--- src/rtl/gpio_chg_pkg.sv ---
package gpio_chg_pkg;
    localparam int OFS_PINS = 0;
    localparam int OFS_LAT  = 1;
    localparam int OFS_DIR  = 2;
    localparam int OFS_CTRL = 3;
    localparam int OFS_STAT = 4;
    localparam int OFS_IEN  = 5;

    localparam int CTRL_PUOFF  = 0;
    localparam int CTRL_PWMA   = 1;
    localparam int CTRL_PWMB   = 2;
endpackage

--- src/rtl/gpio_sync.sv ---
module gpio_sync #(
    parameter int WIDTH  = 8,
    parameter int STAGES = 2
) (
    input  logic             clk,
    input  logic             clr_n,
    input  logic [WIDTH-1:0] din,
    output logic [WIDTH-1:0] dout
);
    logic [STAGES-1:0][WIDTH-1:0] stg_d, stg_q;

    always_comb begin
        stg_d[0] = din;
        for (int s = 1; s < STAGES; s++) begin
            stg_d[s] = stg_q[s-1];
        end
        if (!clr_n) begin
            stg_d = '0;
        end
    end

    always_ff @(posedge clk) begin
        stg_q <= stg_d;
    end

    assign dout = stg_q[STAGES-1];
endmodule

--- src/rtl/gpio_pin_mux.sv ---
module gpio_pin_mux #(
    parameter int WIDTH     = 8,
    parameter int PWM_A_PIN = 2,
    parameter int PWM_B_PIN = 3
) (
    input  logic [WIDTH-1:0] lat,
    input  logic [WIDTH-1:0] dir,
    input  logic             pu_off,
    input  logic             pwma_en,
    input  logic             pwmb_en,
    input  logic             pwm_a,
    input  logic             pwm_b,
    output logic [WIDTH-1:0] pin_out,
    output logic [WIDTH-1:0] pin_oe,
    output logic [WIDTH-1:0] pin_pu
);
    for (genvar i = 0; i < WIDTH; i++) begin : g_pin
        if (i == PWM_A_PIN) begin : g_pwma
            assign pin_out[i] = pwma_en ? pwm_a : lat[i];
        end else if (i == PWM_B_PIN) begin : g_pwmb
            assign pin_out[i] = pwmb_en ? pwm_b : lat[i];
        end else begin : g_plain
            assign pin_out[i] = lat[i];
        end
        assign pin_oe[i] = ~dir[i];
        assign pin_pu[i] = dir[i] & ~pu_off;
    end
endmodule

--- src/rtl/gpio_chg_port.sv ---
module gpio_chg_port #(
    parameter int WIDTH      = 8,
    parameter int ADDR_W     = 3,
    parameter int SYNC_STG   = 2,
    parameter int CAP_A_PIN  = 0,
    parameter int CAP_B_PIN  = 1,
    parameter int PWM_A_PIN  = 2,
    parameter int PWM_B_PIN  = 3,
    parameter int TCLK_AB_PIN = 4,
    parameter int TCLK_C_PIN  = 5
) (
    input  logic              clk,
    input  logic              por_n,
    input  logic              rst_n,
    input  logic [ADDR_W-1:0] addr,
    input  logic              wr_en,
    input  logic [WIDTH-1:0]  wr_data,
    input  logic              rd_en,
    output logic [WIDTH-1:0]  rd_data,
    input  logic [WIDTH-1:0]  pin_in,
    output logic [WIDTH-1:0]  pin_out,
    output logic [WIDTH-1:0]  pin_oe,
    output logic [WIDTH-1:0]  pin_pu,
    input  logic              pwm_a,
    input  logic              pwm_b,
    output logic              cap_a,
    output logic              cap_b,
    output logic              tclk_ab,
    output logic              tclk_c,
    output logic              irq
);
    import gpio_chg_pkg::*;

    localparam logic [WIDTH-1:0] DIR_RST = '1;

    typedef struct packed {
        logic [WIDTH-1:0] lat;
        logic [WIDTH-1:0] dir;
        logic             pu_off;
        logic             pwma_en;
        logic             pwmb_en;
        logic             flag;
        logic             ien;
        logic [WIDTH-1:0] snap;
    } regs_t;

    regs_t            r_d, r_q;
    logic [WIDTH-1:0] pins_s;
    logic             any_rst_n;
    logic             mism;
    logic             hit_pins, hit_lat, hit_dir, hit_ctrl, hit_stat, hit_ien;

    assign any_rst_n = por_n & rst_n;

    gpio_sync #(.WIDTH(WIDTH), .STAGES(SYNC_STG)) u_sync (
        .clk   (clk),
        .clr_n (any_rst_n),
        .din   (pin_in),
        .dout  (pins_s)
    );

    assign hit_pins = (addr == ADDR_W'(OFS_PINS));
    assign hit_lat  = (addr == ADDR_W'(OFS_LAT));
    assign hit_dir  = (addr == ADDR_W'(OFS_DIR));
    assign hit_ctrl = (addr == ADDR_W'(OFS_CTRL));
    assign hit_stat = (addr == ADDR_W'(OFS_STAT));
    assign hit_ien  = (addr == ADDR_W'(OFS_IEN));
    assign mism     = (pins_s != r_q.snap);

    always_comb begin
        r_d = r_q;
        if (wr_en && (hit_pins || hit_lat)) begin
            r_d.lat = wr_data;
        end
        if (wr_en && hit_dir) begin
            r_d.dir = wr_data;
        end
        if (wr_en && hit_ctrl) begin
            r_d.pu_off  = wr_data[CTRL_PUOFF];
            r_d.pwma_en = wr_data[CTRL_PWMA];
            r_d.pwmb_en = wr_data[CTRL_PWMB];
        end
        if (wr_en && hit_ien) begin
            r_d.ien = wr_data[0];
        end
        r_d.flag = (r_q.flag & ~(wr_en & hit_stat & wr_data[0])) | mism;
        if (rd_en && hit_pins) begin
            r_d.snap = pins_s;
        end
        if (!por_n || !rst_n) begin
            r_d.dir     = DIR_RST;
            r_d.pu_off  = 1'b0;
            r_d.pwma_en = 1'b0;
            r_d.pwmb_en = 1'b0;
            r_d.flag    = 1'b0;
            r_d.ien     = 1'b0;
            r_d.snap    = '0;
            r_d.lat     = por_n ? r_q.lat : '0;
        end
    end

    always_ff @(posedge clk) begin
        r_q <= r_d;
    end

    always_comb begin
        rd_data = '0;
        case (addr)
            ADDR_W'(OFS_PINS): rd_data = pins_s;
            ADDR_W'(OFS_LAT):  rd_data = r_q.lat;
            ADDR_W'(OFS_DIR):  rd_data = r_q.dir;
            ADDR_W'(OFS_CTRL): begin
                rd_data[CTRL_PUOFF] = r_q.pu_off;
                rd_data[CTRL_PWMA]  = r_q.pwma_en;
                rd_data[CTRL_PWMB]  = r_q.pwmb_en;
            end
            ADDR_W'(OFS_STAT): rd_data[0] = r_q.flag;
            ADDR_W'(OFS_IEN):  rd_data[0] = r_q.ien;
            default:           rd_data = '0;
        endcase
    end

    gpio_pin_mux #(.WIDTH(WIDTH), .PWM_A_PIN(PWM_A_PIN), .PWM_B_PIN(PWM_B_PIN)) u_mux (
        .lat     (r_q.lat),
        .dir     (r_q.dir),
        .pu_off  (r_q.pu_off),
        .pwma_en (r_q.pwma_en),
        .pwmb_en (r_q.pwmb_en),
        .pwm_a   (pwm_a),
        .pwm_b   (pwm_b),
        .pin_out (pin_out),
        .pin_oe  (pin_oe),
        .pin_pu  (pin_pu)
    );

    assign cap_a   = pins_s[CAP_A_PIN];
    assign cap_b   = pins_s[CAP_B_PIN];
    assign tclk_ab = pins_s[TCLK_AB_PIN];
    assign tclk_c  = pins_s[TCLK_C_PIN];
    assign irq     = r_q.flag & r_q.ien;
endmodule

--- config.mk ---
export PLATFORM = sky130hd
export DESIGN_NAME = gpio_chg_port
export DESIGN_NICKNAME = d
export VERILOG_FILES = /design/src/rtl/gpio_chg_pkg.sv /design/src/rtl/gpio_sync.sv /design/src/rtl/gpio_pin_mux.sv /design/src/rtl/gpio_chg_port.sv
export SDC_FILE = /design/constraint.sdc
export NUM_CORES = 1
export LEC_CHECK = 0
export BUFFER_PORTS_ARGS = -buffer_cell sky130_fd_sc_hd__buf_2
export CORE_MARGIN = 1
export CORE_UTILIZATION = 40
export DETAILED_ROUTE_END_ITERATION = 7
export PLACE_DENSITY = 0.65
export RECOVER_POWER = 100
export SYNTH_ARGS = -nofsm -noshare
export SYNTH_HDL_FRONTEND = slang
export SYNTH_SLANG_ARGS = --single-unit
--- constraint.sdc ---
create_clock -name clk -period 1.9 [get_ports clk]
set_input_delay 0.19 -clock clk [delete_from_list [all_inputs] [get_ports clk]]
set_output_delay 0.19 -clock clk [all_outputs]
set_load 0.1 [all_outputs]
# Word-level counts from Yosys, hierarchy flattened
# Cells that the tools add are included.
totals:
  reg_bits: 45
  inputBits: 26
  out_inout_bits: 37
  elab_cells: 65
classes:
  n_eq_ne: 7
  n_mux: 12
  bitwise_logic: 24
  reduce_logical: 12
op_table:
  columns: ["cell", "n"]
  rows:
  - ["8-bit 2-to-1 mux", 4]
  - ["29-bit 2-to-1 mux", 1]
  - ["5-bit case mux with 3 select lines", 1]
  - ["1-bit AND", 13]
  - ["1-bit inverter", 10]
  - ["8-bit inequality test", 1]
  - ["2-bit case mux with 4 select lines", 1]
  - ["3-bit by 2-bit == test with 1-bit output, second input constant", 2]
  - ["3-bit == test, second input constant", 2]
  - ["1-bit case mux with 6 select lines", 1]
  - ["1-bit logical AND", 5]
  - ["3-bit by 1-bit == test with 1-bit output, second input constant", 1]
  - ["3-bit zero test", 1]
  - ["1-bit 2-to-1 mux", 3]
  - ["3-bit 2-to-1 mux", 1]
  - ["1-bit zero test", 2]
  - ["1-bit logical OR", 2]
  - ["2-bit inequality test, second input constant", 1]
  - ["2-bit AND reduction", 1]
  - ["2-bit nonzero test", 1]
  - ["1-bit OR", 1]

# Depth between registers and ports, before layout
# Gate-level depths: netlist (run 1).
logic_depth:
  ltp_word: 7
  depth_mapped: 6
  depth_no_buf: 3

# Modules after synthesis
# Synthesis (run 1) repeated with hierarchy kept, for this count alone.
unflattened:
  hier_cells: 206
  area_unflattened_um2: 2125.8
by_module_without_submodules:
  columns: ["module", "n_inst", "cells_each", "area_each_um2"]
  rows:
  - ["gpio_chg_port", 1, 141, 1463.9]
  - ["gpio_sync", 1, 41, 506.7]
  - ["gpio_pin_mux", 1, 24, 155.1]

# Worst setup path after synthesis (run 1)
# OpenSTA, ideal clock, no wires.
synth_timing:
  path_kind: "reg-to-output"
  startpoint: "register u_sync.stg_q (netlist bit u_sync.dout[1])"
  endpoint: "output port rd_data[1]"
  arrival_ps: 2714
  required_ps: 1710
  slack_ps: -1004
  stages_incl_launch_ff: 3
  path_cell_list: "dfxtp_1 > mux4_2 > nor2b_1"
synth_via:
  elab_chain_cells: 1
synth_rtl:
  columns: ["element", "line", "source"]
  rows:
  - ["start, declared", "gpio_sync.sv:10", "logic [STAGES-1:0][WIDTH-1:0] stg_d, stg_q;"]
  - ["start signal, assigned", "gpio_sync.sv:23", "stg_q <= stg_d;"]
  - ["2-bit case mux with 4 select lines", "gpio_chg_port.sv:108", "case (addr)"]
  - ["end, declared", "gpio_chg_port.sv:19", "output logic [WIDTH-1:0] rd_data,"]
# Every way passes these cells.

# Worst setup path in the final report (run 1)
layout_timing:
  startpoint: "register r_q[21] in the netlist's numbering"
  endpoint: "output port rd_data[0]"
layout_via:
  elab_chain_cells: 1
layout_rtl:
  columns: ["element", "line", "source"]
  rows:
  - ["start, declared", "gpio_chg_port.sv:47", "regs_t r_d, r_q;"]
  - ["start signal, assigned", "gpio_chg_port.sv:103", "r_q <= r_d;"]
  - ["1-bit case mux with 6 select lines", "gpio_chg_port.sv:108", null]
# Every way passes these cells.

==> insert_results.sql, run 1 <==
INSERT INTO impl_metrics (metric_group, metric, value, unit) VALUES
('status', 'status', 'complete, no violations', ''),
('sta', 'setup_repair_after_global_routing_missed_its_margin', 'no', ''),
('power_and_ir_drop', 'total_power', '2170', 'µW'),
('routing', 'drt-met1-wl', '2.10', 'mm'),
('placed_design', 'numPortBuffers', '62', ''),
('global_routing', 'grt_pass1_wl', '7.16', 'mm'),
('cells_and_area', 'fin_nets', '284', ''),
('synthesis', 'synth_area', '2020', 'µm²'),
('synthesis', 'synth_area_leader_cell', 'sky130_fd_sc_hd__dfxtp_1', ''),
('synthesis', 'ys_seq_elements', '45', ''),
('sta', 'final.hold.worst_slack', '0.128', 'ns'),
('global_routing', 'grt_pass1_vias', '1490', ''),
('routing', 'wl_met2', '2.15', 'mm'),
('sta', 'clock.fmax', '0.540', 'GHz'),
('global_routing', 'grt_use_total', '0.181', ''),
('sta', 'timing.final.ws_setup', '0.0481', 'ns'),
('cells_and_area', 'insertedDiodeCount', '0', ''),
('routing', 'via_density', '4.96', ''),
('synthesis', 'synth.top_cell.area_share', '0.367', ''),
('sta', 'number_of_endpoints_failing_setup_at_the_final_stage', '0', ''),
('sta', 'worst_slew_pin_slew', '0.925', 'ns'),
('synthesis', 'ys_async_sr_fraction', '0', ''),
('routing', 'remaining_drc_errors', '0', ''),
('power_and_ir_drop', 'swShare', '0.312', ''),
('critical_path', 'critPathKind', 'flop to output pin', ''),
('clock_network', 'ctsLongestPathBuffers', '2', ''),
('synthesis', 'yosys_most_used_dff', 'sky130_fd_sc_hd__dfxtp_1', ''),
('global_routing', 'grt_antenna_before_repair', '0', ''),
('power_and_ir_drop', 'total_switching_power', '676', 'µW'),
('routing', 'route.final.wire_length', '4.50', 'mm'),
('power_and_ir_drop', 'intPower', '1490', 'µW'),
('routing', 'routed-via-count', '1618', ''),
('clock_network', 'cts.sink_count', '45', ''),
('floorplanning', 'core.rowCount', '25', ''),
('floorplanning', 'initial_core_util', '0.422', ''),
('placed_design', 'gp_routability_congestion', '0.768', ''),
('routing', 'dr.first_iter.drc_count', '74', ''),
('placed_design', 'dp_hpwl', '3.26', 'mm'),
('global_routing', 'global_route.overflow_total', '0', ''),
('sta', 'tns', '0', 'ns'),
('routing', 'top_layer', 'met4', ''),
('critical_path', 'end_kind', 'output pin', ''),
('synthesis', 'postSynthCellCount', '205', ''),
('power_and_ir_drop', 'combinationalPowerShare', '0.215', ''),
('power_and_ir_drop', 'clockPowerShare', '0.317', ''),
('synthesis', 'synth_warnings', '0', ''),
('sta', 'final_min_period_over_clock_period', '0.975', ''),
('clock_network', 'worst_skew_pair.late_latency', '0.29', 'ns'),
('sta', 'timing.clock.skew', '0.00321', 'ns'),
('critical_path', 'worst_path_largest_cell_delay', '0.45', 'ns'),
('floorplanning', 'floorplan.die.width', '73.1', 'µm'),
('cells_and_area', 'post_route_cells_drive_above_1_share', '0.382', ''),
('sta', 'maxSlewViolCount', '0', ''),
('clock_network', 'tritoncts.num_buffers', '5', ''),
('global_routing', 'grt_start_max_net_pins', '28', ''),
('sta', 'max_slew_margin', '0.383', ''),
('power_and_ir_drop', 'seq_power_share', '0.468', ''),
('routing', 'route.detailed.wl_per_inst', '13.8', 'µm'),
('critical_path', 'crit_path_start_kind', 'flop', ''),
('synthesis', 'synth.avg_cell_area', '9.85', 'µm²'),
('floorplanning', 'design.core.area', '4790', 'µm²'),
('routing', 'dr.pass1.iters', '4', ''),
('synthesis', 'yosysUniqueCellTypes', '31', ''),
('critical_path', 'timing.critical_path.arrival', '1.66', 'ns'),
('synthesis', 'synth_sequential_area_ratio', '0.486', ''),
('floorplanning', 'io_pins', '63', ''),
('clock_network', 'ctsHtreeMaxLevel', '2', ''),
('sta', 'timing.final.hold_violations', '0', ''),
('routing', 'met3_length', '172', 'µm'),
('synthesis', 'post_synth_main_area_contributors', 'sky130_fd_sc_hd__dfxtp_1 37%, sky130_fd_sc_hd__edfxtp_1 12%, sky130_fd_sc_hd__and3_1 7.4%, sky130_fd_sc_hd__mux2i_1 5.0%, sky130_fd_sc_hd__nand2_1 4.8%', ''),
('critical_path', 'ordered_cell_list_for_the_critical_path', 'mux4_2 -> mux2_2 -> clkbuf_4', '');
## kinds of logic (layout without fill, tap and decap cells)
kind of cell              after synthesis  in the layout  share of synthesized area
and+or+nand+nor                        84             84                      0.224
muxes                                  16             16                     0.0998
DFF                                    45             45                      0.486
xor gates and xnor gates                8              8                     0.0347
buffers and inverters                  29             83                     0.0793
AOI/OAI and AO/OA                      23             23                     0.0762
## Yosys cell counts, drive strengths merged, types with 3 or more instances
| cell type | number |
|---|---|
| a21oi | 8 |
| a2bb2oi | 4 |
| and3 | 24 |
| buf | 16 |
| clkbuf | 5 |
| dfxtp | 37 |
| edfxtp | 8 |
| inv | 8 |
| mux2 | 3 |
| mux2i | 10 |
| mux4 | 3 |
| nand2 | 26 |
| nor2 | 18 |
| nor2b | 3 |
| o211ai | 8 |
| xor2 | 8 |
## sequential cells by signal, indices dropped and copies added, names as in the netlist
register / count
r_q: 29
u_sync.dout: 8
u_sync.stg_q: 8
## power groups by stage
stage / clock network, µW / registers (µW) / logic, µW
2_1_floorplan: 0 / 1040 / 372
3_3_place_gp: 0 / 1040 / 466
3_5_place_dp: 0 / 1040 / 468
4_1_cts: 706 / 1010 / 469
5_1_grt: 752 / 1020 / 487
6_report: 688 / 1010 / 465
## worst max-delay path: cells and delay by family, from the launching register on
kind                   cells  cell delay (ns)
multiplexers               2             0.72
flip-flops                 1             0.38
buffers and inverters      1             0.28
## stage by stage
| step | cell area (µm²) | cells | utilization |
|---|---|---|---|
| 5_1_grt | 2550 | 326 | 0.534 |
| 3_5_place_dp | 2440 | 318 | 0.511 |
| 4_1_cts | 2560 | 326 | 0.534 |
| 2_1_floorplan | 2080 | 205 | - |
| 3_3_place_gp | 2440 | 318 | 0.511 |
| 6_report | 2550 | 326 | 0.534 |
## final cells by class
| class | count | area, µm² |
|---|---|---|
| multi-input combinational | 131 | 935 |
| clock inverter | 1 | 6.26 |
| inverter | 8 | 30.0 |
| fill | 450 | 2230 |
| tap | 67 | 83.8 |
| sequential | 45 | 985 |
| timing repair buffer | 67 | 407 |
| clock buffer | 7 | 108 |
## routing by layer
layer,GRT usage,vias up
met5,0,-
li1,-,809
met3,0.0428,7
met2,0.303,43
met4,0.0610,0
met1,0.227,759
## timing repair
item	CTS	global route
endpoints found under the setup margin	0	1
hold buffers	0	0
gates resized for setup	0	1
buffers inserted	0	0
## worst paths after layout
path	cells past startpoint	slack [ns]	startpoint	endpoint
max	3	0.05	r_q[21]$_SDFFCE_PN0P_	rd_data[0]
min	2	0.13	pin_in[0]	u_sync.stg_q[0]$_SDFF_PN0_
max reg2reg	3	0.80	u_sync.dout[1]$_SDFF_PN0_	r_q[9]$_SDFF_PN0_
min reg2reg	1	0.47	u_sync.stg_q[0]$_SDFF_PN0_	u_sync.dout[0]$_SDFF_PN0_
No activity file was read; power rests on OpenSTA's default activity.
==> run 2, diff against run 1 <==
- CELL_PAD_IN_SITES_DETAIL_PLACEMENT: not set -> 0
- CELL_PAD_IN_SITES_GLOBAL_PLACEMENT: not set -> 2
- CORE_UTILIZATION: 40 -> 32
- PLACE_DENSITY: 0.65 -> 0.83
==> insert_results.sql, run 2 (synthesized netlist as in run 1, its figures left out) <==
INSERT INTO impl_metrics (metric_group, metric, value, unit) VALUES
('sta', 'final.hold.worst_slack', '0.129', 'ns'),
('power_and_ir_drop', 'total_power', '2060', 'µW'),
('cells_and_area', 'fin_nets', '284', ''),
('routing', 'dr.first_iter.drc_count', '58', ''),
('global_routing', 'grt_antenna_before_repair', '0', ''),
('run', 'drv.max_cap_violation_count', '0', ''),
('sta', 'timing.clock.skew', '0.00916', 'ns'),
('critical_path', 'timing.critical_path.arrival', '1.67', 'ns'),
('critical_path', 'end_kind', 'output pin', ''),
('routing', 'via_density', '4.77', ''),
('cells_and_area', 'stdcell_area', '2500', 'µm²'),
('global_routing', 'grt_pass1_wl', '7.56', 'mm'),
('cells_and_area', 'max_ffs_per_register', '29', ''),
('critical_path', 'crit_path_top_delay_cell', 'sky130_fd_sc_hd__mux4_2', ''),
('cells_and_area', 'layout.core_utilization', '0.418', ''),
('floorplanning', 'io_pins', '63', ''),
('cells_and_area', 'fill_cell_total_of_the_finished_layout', '611', ''),
('critical_path', 'critical-path-top-delay-family', 'multiplexers', ''),
('placed_design', 'gp_routability_congestion', '0.756', ''),
('routing', 'routed-via-count', '1593', ''),
('critical_path', 'crit_path_start_kind', 'flop', ''),
('clock_network', 'ctsHtreeMaxLevel', '2', ''),
('clock_network', 'ctsLongestPathBuffers', '2', ''),
('sta', 'final_min_period_over_clock_period', '0.980', ''),
('cells_and_area', 'area_delta_synth_final', '23.9', '%'),
('cells_and_area', 'layout_common_cells', '34 x sky130_fd_sc_hd__dfxtp_1, 33 x sky130_fd_sc_hd__clkbuf_2, 26 x sky130_fd_sc_hd__nand2_1', ''),
('routing', 'route.final.wire_length', '4.92', 'mm'),
('sta', 'max_slew_margin', '0.356', ''),
('placed_design', 'dp_hpwl', '3.44', 'mm'),
('placed_design', 'place_area', '2450', 'µm²'),
('floorplanning', 'floorplan.die.width', '81.4', 'µm'),
('routing', 'dr.pass1.iters', '4', ''),
('clock_network', 'root_buffer', 'sky130_fd_sc_hd__clkbuf_8', ''),
('clock_network', 'path_clk_slew', '0.09', 'ns'),
('sta', 'timing.final.hold_violations', '0', ''),
('sta', 'worst_slew_pin_slew', '0.966', 'ns'),
('critical_path', 'crit_buf_inv', '1', ''),
('sta', 'number_of_endpoints_failing_setup_at_the_final_stage', '0', ''),
('routing', 'route.detailed.wl_per_inst', '14.7', 'µm'),
('sta', 'clock.fmax', '0.537', 'GHz'),
('hold_path', 'holdCritPathClass', 'primary input to flop', ''),
('critical_path', 'critical_path_peak_fanout', '2', ''),
('sta', 'period_minus_slack', '1.86', 'ns'),
('global_routing', 'grt_pass1_vias', '1541', ''),
('sta', 'maxSlewViolCount', '0', ''),
('sta', 'setup_repair_after_global_routing_missed_its_margin', 'no', ''),
('status', 'status', 'complete, no violations', ''),
('sta', 'tns', '0', 'ns'),
('cells_and_area', 'post_route_cells_drive_above_1_share', '0.382', ''),
('global_routing', 'grt_use_total', '0.157', ''),
('clock_network', 'cts.sink_count', '45', ''),
('cells_and_area', 'insertedDiodeCount', '0', ''),
('cells_and_area', 'layout_commonest_cell', 'sky130_fd_sc_hd__dfxtp_1', ''),
('routing', 'remaining_drc_errors', '0', ''),
('cells_and_area', 'largest_register', 'r_q', ''),
('clock_network', 'post_cts_resize_count', '1', ''),
('floorplanning', 'fp.dieH', '81.4', 'µm'),
('critical_path', 'critPathKind', 'flop to output pin', ''),
('routing', 'drt.antenna.violating_nets', '0', ''),
('clock_network', 'post_cts.repair.setup_buffers', '0', ''),
('clock_network', 'clock_tree_from_tritoncts', 'built', ''),
('floorplanning', 'core.rowCount', '28', ''),
('critical_path', 'worst_path_largest_cell_delay', '0.47', 'ns'),
('floorplanning', 'floorplan.die_area', '6630', 'µm²'),
('floorplanning', 'initial_core_util', '0.337', ''),
('floorplanning', 'design.core.area', '5990', 'µm²'),
('power_and_ir_drop', 'ir_drop', '0.327', 'mV'),
('placed_design', 'numPortBuffers', '62', ''),
('global_routing', 'grt_start_max_net_pins', '28', ''),
('clock_network', 'tritoncts.num_buffers', '5', ''),
('critical_path', 'required', '1.71', 'ns'),
('clock_network', 'worst_skew_pair.late_latency', '0.30', 'ns'),
('clock_network', 'hold_buffers', '0', ''),
('global_routing', 'global_route.overflow_total', '0', ''),
('power_and_ir_drop', 'p_leak', '0.00121', 'µW'),
('critical_path', 'ordered_cell_list_for_the_critical_path', 'mux4_2 -> mux2_2 -> buf_4', ''),
('power_and_ir_drop', 'power-per-cell-area', '824', 'nW/µm²');
## run 2: metrics by stage
stage,setup slack (ns),instances
after detailed placement,0.274,326
after global routing,0.00515,334
final,0.0387,334
after CTS,0.0312,334
after floorplan,-0.174,205
after global placement,0.296,326
## run 2: metal layers
metal | wire length (µm) | track usage
met1 | 2430 | 0.204
met2 | 2210 | 0.254
met3 | 196 | 0.0300
met4 | 78 | 0.0643
met5 | 0 | 0
## run 2: worst paths after layout
path	startpoint	endpoint	slack (ns)	cells after the start
worst min register to register	u_sync.stg_q[7]$_SDFF_PN0_	u_sync.dout[7]$_SDFF_PN0_	0.46	1
worst max register to register	u_sync.dout[1]$_SDFF_PN0_	r_q[9]$_SDFF_PN0_	0.82	3
worst max-delay path	r_q[21]$_SDFFCE_PN0P_	rd_data[0]	0.04	3
worst min-delay path	wr_data[7]	r_q[20]$_SDFFE_PN1P_	0.13	3
## run 2: power breakdown
part / internal, µW / switching, µW
combinational: 107 / 350
sequential: 999 / 15.8
clock: 259 / 329
total: 1370 / 695
## run 2: final cells by class
| type | instances | area, µm² | share of cell area |
|---|---|---|---|
| Clock buffer | 6 | 72.6 | 0.0290 |
| Clock inverter | 2 | 15.0 | 0.00600 |
| Inverter | 8 | 30.0 | 0.0120 |
| Multi-Input combinational cell | 131 | 937 | 0.375 |
| Sequential cell | 45 | 985 | 0.393 |
| Tap cell | 75 | 93.8 | 0.0375 |
| Timing Repair Buffer | 67 | 369 | 0.148 |
## run 2: worst register-to-register path, delay by kind of cell, from the launching register on
| kind | cells | cell delay [ns] |
|---|---|---|
| compound gates | 1 | 0.12 |
| xor+xnor | 1 | 0.11 |
| flops | 1 | 0.44 |
| simple gates | 1 | 0.28 |
